<file path="src/rtl/seqgen_pkg.sv">
package seqgen_pkg;

  typedef struct packed {
    logic load;   // advance index, capture mapped word
    logic first;  // the word being captured is word 0
  } seqStrobe_t;

  function automatic int wordCount(int n, int p);
    return (n + p - 1) / p;
  endfunction

  function automatic int idxWidth(int n, int p);
    int r;
    r = $clog2(wordCount(n, p));
    if (r < 2) r = 2;
    return r;
  endfunction

  function automatic bit useLfsr(int n, int p);
    return wordCount(n, p) < (1 << idxWidth(n, p));
  endfunction

  function automatic logic [31:0] idxMask(int r);
    return (32'h1 << r) - 32'h1;
  endfunction

  // One step of the index generator, held in the low r bits.
  function automatic logic [31:0] stepIdx(logic [31:0] s, int r,
                                          logic [31:0] taps, bit lfsr);
    logic fb;
    if (lfsr) begin
      fb = ^(s & taps & idxMask(r));
      return ((s >> 1) | ({31'b0, fb} << (r - 1))) & idxMask(r);
    end
    return (s + 32'h1) & idxMask(r);
  endfunction

  // Index value that selects the final word of the period.
  function automatic logic [31:0] lastIdx(int m, int r, logic [31:0] taps,
                                          logic [31:0] seed, bit lfsr);
    logic [31:0] s;
    s = seed & idxMask(r);
    for (int i = 1; i < m; i++) s = stepIdx(s, r, taps, lfsr);
    return s;
  endfunction

endpackage

</file>
<file path="src/rtl/seqgen_ctrl.sv">
module seqgen_ctrl
  import seqgen_pkg::*;
#(
  parameter int          SEQ_BITS  = 40,
  parameter int          WORD_BITS = 4,
  parameter logic [31:0] LFSR_TAPS = 32'h3,
  parameter logic [31:0] LFSR_SEED = 32'h1
) (
  input  logic                                       clk,
  input  logic                                       rst,
  input  logic                                       enable,
  output logic [idxWidth(SEQ_BITS, WORD_BITS)-1:0]   indexState,
  output seqStrobe_t                                 strobes
);

  localparam int            M        = wordCount(SEQ_BITS, WORD_BITS);
  localparam int            R        = idxWidth(SEQ_BITS, WORD_BITS);
  localparam bit            USE_LFSR = useLfsr(SEQ_BITS, WORD_BITS);
  localparam logic [R-1:0]  SEED     = USE_LFSR ? LFSR_SEED[R-1:0] : '0;
  localparam logic [R-1:0]  LAST     = R'(lastIdx(M, R, LFSR_TAPS, 32'(SEED), USE_LFSR));

  always_ff @(posedge clk) begin
    if (rst)
      indexState <= SEED;
    else if (enable)
      indexState <= (indexState == LAST) ? SEED
                  : R'(stepIdx(32'(indexState), R, LFSR_TAPS, USE_LFSR));
  end

  always_comb begin
    strobes.load  = enable;
    strobes.first = enable && (indexState == SEED);
  end

  // Independent step counter used only to watch the period.
  logic [R:0] stepsDone;
  always_ff @(posedge clk) begin
    if (rst)
      stepsDone <= '0;
    else if (enable)
      stepsDone <= (stepsDone == (R+1)'(M - 1)) ? '0 : stepsDone + 1'b1;
  end

  AST_PERIOD_SEED: assert property (@(posedge clk) disable iff (rst)
    (stepsDone == '0) |-> (indexState == SEED)) else $error("period seed");

  AST_IDX_HOLD: assert property (@(posedge clk) disable iff (rst)
    !enable |=> $stable(indexState)) else $error("index hold");

  generate
    if (USE_LFSR) begin : g_lfsrChk
      AST_IDX_NONZERO: assert property (@(posedge clk) disable iff (rst)
        indexState != '0) else $error("index zero");
    end
  endgenerate

endmodule

</file>
<file path="src/rtl/seqgen_dpath.sv">
module seqgen_dpath
  import seqgen_pkg::*;
#(
  parameter int                    SEQ_BITS    = 40,
  parameter int                    WORD_BITS   = 4,
  parameter logic [SEQ_BITS-1:0]   SEQ_PATTERN = 40'hC3A596F01E,
  parameter logic [31:0]           LFSR_TAPS   = 32'h3,
  parameter logic [31:0]           LFSR_SEED   = 32'h1,
  parameter bit                    REG_OUT     = 1'b1
) (
  input  logic                                       clk,
  input  logic                                       rst,
  input  logic [idxWidth(SEQ_BITS, WORD_BITS)-1:0]   indexState,
  input  seqStrobe_t                                 strobes,
  output logic [WORD_BITS-1:0]                       outWord
);

  localparam int  M        = wordCount(SEQ_BITS, WORD_BITS);
  localparam int  R        = idxWidth(SEQ_BITS, WORD_BITS);
  localparam bit  USE_LFSR = useLfsr(SEQ_BITS, WORD_BITS);
  localparam logic [R-1:0] SEED = USE_LFSR ? LFSR_SEED[R-1:0] : '0;
  localparam logic [M*WORD_BITS-1:0] PADDED = (M*WORD_BITS)'(SEQ_PATTERN);
  localparam logic [WORD_BITS-1:0]   WORD0  = PADDED[WORD_BITS-1:0];

  // Walk the index sequence from the seed; the match selects the word.
  logic [WORD_BITS-1:0] mapped;
  logic [31:0]          walk;
  always_comb begin
    mapped = '0;
    walk   = 32'(SEED);
    for (int i = 0; i < M; i++) begin
      if (32'(indexState) == walk) mapped = PADDED[i*WORD_BITS +: WORD_BITS];
      walk = stepIdx(walk, R, LFSR_TAPS, USE_LFSR);
    end
  end

  generate
    if (REG_OUT) begin : g_regOut
      always_ff @(posedge clk) begin
        if (rst)               outWord <= '0;
        else if (strobes.load) outWord <= mapped;
      end

      AST_OUT_HOLD: assert property (@(posedge clk) disable iff (rst)
        !strobes.load |=> $stable(outWord)) else $error("out hold");

      AST_FIRST_WORD: assert property (@(posedge clk) disable iff (rst)
        strobes.first |=> (outWord == WORD0)) else $error("first word");
    end else begin : g_combOut
      assign outWord = mapped;
    end
  endgenerate

endmodule

</file>
<file path="src/rtl/seqgen_top.sv">
module seqgen_top
  import seqgen_pkg::*;
#(
  parameter int                    SEQ_BITS    = 40,
  parameter int                    WORD_BITS   = 4,
  parameter logic [SEQ_BITS-1:0]   SEQ_PATTERN = 40'hC3A596F01E,
  parameter logic [31:0]           LFSR_TAPS   = 32'h3,
  parameter logic [31:0]           LFSR_SEED   = 32'h1,
  parameter bit                    REG_OUT     = 1'b1
) (
  input  logic                                       clk,
  input  logic                                       rst,
  input  logic                                       enable,
  output logic [WORD_BITS-1:0]                       outWord,
  output logic [idxWidth(SEQ_BITS, WORD_BITS)-1:0]   indexState
);

  seqStrobe_t strobes;

  seqgen_ctrl #(
    .SEQ_BITS (SEQ_BITS),
    .WORD_BITS(WORD_BITS),
    .LFSR_TAPS(LFSR_TAPS),
    .LFSR_SEED(LFSR_SEED)
  ) ctrl_i (
    .clk       (clk),
    .rst       (rst),
    .enable    (enable),
    .indexState(indexState),
    .strobes   (strobes)
  );

  seqgen_dpath #(
    .SEQ_BITS   (SEQ_BITS),
    .WORD_BITS  (WORD_BITS),
    .SEQ_PATTERN(SEQ_PATTERN),
    .LFSR_TAPS  (LFSR_TAPS),
    .LFSR_SEED  (LFSR_SEED),
    .REG_OUT    (REG_OUT)
  ) dpath_i (
    .clk       (clk),
    .rst       (rst),
    .indexState(indexState),
    .strobes   (strobes),
    .outWord   (outWord)
  );

endmodule

</file>
<file path="config.mk">
export PLATFORM = sky130hd
export DESIGN_NAME = seqgen_top
export DESIGN_NICKNAME = d
export VERILOG_FILES = /design/src/rtl/seqgen_pkg.sv /design/src/rtl/seqgen_ctrl.sv /design/src/rtl/seqgen_dpath.sv /design/src/rtl/seqgen_top.sv
export SDC_FILE = /design/constraint.sdc
export NUM_CORES = 1
export LEC_CHECK = 0
export ABC_AREA = 1
export BUFFER_PORTS_ARGS = -buffer_cell sky130_fd_sc_hd__buf_2
export CORE_AREA = 4 4 41 43
export DETAILED_ROUTE_END_ITERATION = 10
export DIE_AREA = 0 0 45 47
export PLACE_DENSITY = 0.49
export SYNTH_ARGS = -nofsm -noshare
export SYNTH_HDL_FRONTEND = slang
export SYNTH_SLANG_ARGS = --single-unit
</file>
<file path="constraint.sdc">
create_clock -name clk -period 1.6 [get_ports clk]
set_input_delay 0.48 -clock clk [delete_from_list [all_inputs] [get_ports clk]]
set_output_delay 0.48 -clock clk [all_outputs]
set_load 0.005 [all_outputs]
</file>
==> metrics.txt <==
Startpoint Class flip-flop; TritonRoute pass-1 iters 1; vias in the first global route 344; setup_tns 0 ns; crit path cell chain buf_2; clock sink total 8; CP Buf/Inv Count 1; setup slack at placement 0.477 ns; synthesis-stage register bit count 8; total gr overflow 0; Max Fclk 0.709 GHz; post-CTS resize count 0; Final Hold Fails 0; share of cells above drive strength 1 0.211; DRT iter0 DRCs 0; Site Rows 13; Post-CTS Setup Bufs 0; ys async rst share 0; Req. time, crit path 1.12 ns; Final WS setup 0.189 ns; leakage ~0.23 nW; Non-Filler Instances 86; most common library cells after synthesis 16 x nand2_1, 9 x nor2_1, 8 x dfxtp_1; final setup vio count 0; Max Cap Viol 0; TritonCTS clock tree yes; DP HPWL about 670 µm; Post-Synth Adder-Cell Area 0; placed insts 83; syn nets between 60 and 70; mux share of post-synthesis cell area 0; DRT Wirelength 933 µm; CTS clk-pin slew, worst paths 0.06 ns; top_reg_cell synth dfxtp_1; Period minus WS final 1.41 ns; Mean Syn Cell Area 6.76 µm²; DP Area 449 µm²; slew at the pin closest to its max-slew limit 0.306 ns; core area between 1000 and 1500 µm²; CTS Buffer Depth 2; top-area cell type share of the netlist area 0.395; DRC 0; Worst Hold Class flip-flop to flip-flop; first-pass GRT wire length 1570 µm; Setup CP Type flip-flop to primary output; sequential fraction of the synthesis area 0.395; Slew headroom 0.796; RSZ-0062 raised after global routing false; diodes inserted 0; hold_buf cts 0; total global-route track usage 0.111; Vias between 300 and 400; Skew-Pair Late Insertion Delay around 0.26 ns; Syn-to-layout area delta 16.4%; Die W 45 µm; delay-heaviest family, CP flip-flops; Layout Skew approximately 0.0055 ns; mapped cell area just over 400 µm²; Critical Path AT 0.93 ns; worst vdd rail ir drop 0.319 mV; status completed; top cells by area, synth dfxtp_1 40%, nand2_1 15%, nor2_1 8.3%; initial antenna violation count 0; CP max stage delay 0.50 ns; fraction of the mapped netlist area in simple logic gates 0.299; clk root buf clkbuf_4; wire length per cell 10.8 µm; largest family of logic cells by synthesized area simple AND/OR/NAND/NOR gates; Crit-path slowest cell dfxtp_1; pwr/cell area 980 nW/µm²; number of flops mapped to enable cells by yosys 0; final antenna-violating net count 0; Die Area 2120 µm²; Die Y 47 µm; CP max FO 9; compound-cell area share of the yosys netlist 0.188; largest net degree at the start of global routing 12; H-tree Lvls 1; Tcrit/Tclk final 0.882; Placer Congestion ~0.71; Starting Density 0.312; Final Cell Area around 470 µm²; XOR/XNOR Fraction of Synth Area 0; vias per inst 4.55; count leader, synth nand2_1; Final Slew Violations 0; Nets 76; synthesized instance count 60; CTS buffer count 3; Top Ports 11; Setup crit end kind primary output; YS warnings 0; area leader, netlist dfxtp_1; Cell variety after synth 13; buffers added on ports 10
-- cell usage in the layout, fill, tap and decap left out --
cell | Yosys | final
nand2_1 | 16 | 16
buf_2 | 0 | 10
nor2_1 | 9 | 9
dfxtp_1 | 8 | 8
inv_1 | 6 | 6
a21oi_1 | 6 | 6
o21ai_0 | 6 | 6
nand3_1 | 3 | 3
clkbuf_4 | 0 | 3
nand4_1 | 1 | 1
nand2_2 | 1 | 1
a22oi_1 | 1 | 1
a21oi_2 | 1 | 1
-- worst reg2reg max path, stage by stage (launching register included) --
cell	delay, ns
dfxtp_1	0.50
nand2_1	0.15
nor2_1	0.12
nor2_1	0.06
nand2_1	0.06
nand2_1	0.06
a21oi_2	0.12
-- final cells by class --
type / instances / area, µm²
clock buffer: 3 / 22.5
multi-input combinational: 44 / 198
tap: 15 / 18.8
sequential: 8 / 160
inverter: 6 / 22.5
timing repair buffer: 10 / 50.0
fill: 151 / 830
-- registers in the layout, summed over array words and instances (netlist names) --
name,count
ctrl_i.indexState,4
dpath_i.outWord,4
-- power breakdown --
part           switching [mW]  internal [mW]  leakage (nW)
Sequential             0.0155          0.213        0.0660
Combinational          0.0416         0.0299         0.150
Clock                  0.0755         0.0863        0.0138
Total                   0.133          0.330         0.229
-- routing by layer --
layer | wire [µm] | vias to the layer above | track usage
met5 | 0 | - | 0
met3 | 34 | 4 | 0.0345
met2 | 386 | 7 | 0.133
met1 | 490 | 162 | 0.151
li1 | - | 218 | -
met4 | 22 | 0 | 0.105
-- stage by stage --
| stage | util | power [mW] | hold slack, ns |
|---|---|---|---|
| after global routing | 0.363 | 0.497 | 0.475 |
| after CTS | 0.363 | 0.473 | 0.463 |
| after global placement | 0.345 | 0.306 | 0.452 |
| after floorplan | - | 0.284 | 0.454 |
| final | 0.363 | 0.462 | 0.459 |
| after detailed placement | 0.345 | 0.305 | 0.454 |
-- path summary, 6_finish.rpt --
path                                                        start                               to  slack (ns)  depth (start not counted)
worst max-delay path            ctrl_i.indexState[3]$_SDFFE_PP0P_                    indexState[3]        0.19                          1
worst min-delay path              dpath_i.outWord[2]$_SDFFE_PP0P_  dpath_i.outWord[2]$_SDFFE_PP0P_        0.46                          2
worst max register to register  ctrl_i.indexState[3]$_SDFFE_PP0P_  dpath_i.outWord[1]$_SDFFE_PP0P_        0.49                          6
worst min register to register    dpath_i.outWord[2]$_SDFFE_PP0P_  dpath_i.outWord[2]$_SDFFE_PP0P_        0.46                          2
-- cell families (layout without fill, tap and decap cells) --
kind of cell	Yosys count	count (layout)
flops	8	8
buf+inv	8	19
compound gates	14	14
simple gates	30	30
Note: power is estimated with default switching activity, not from simulation.
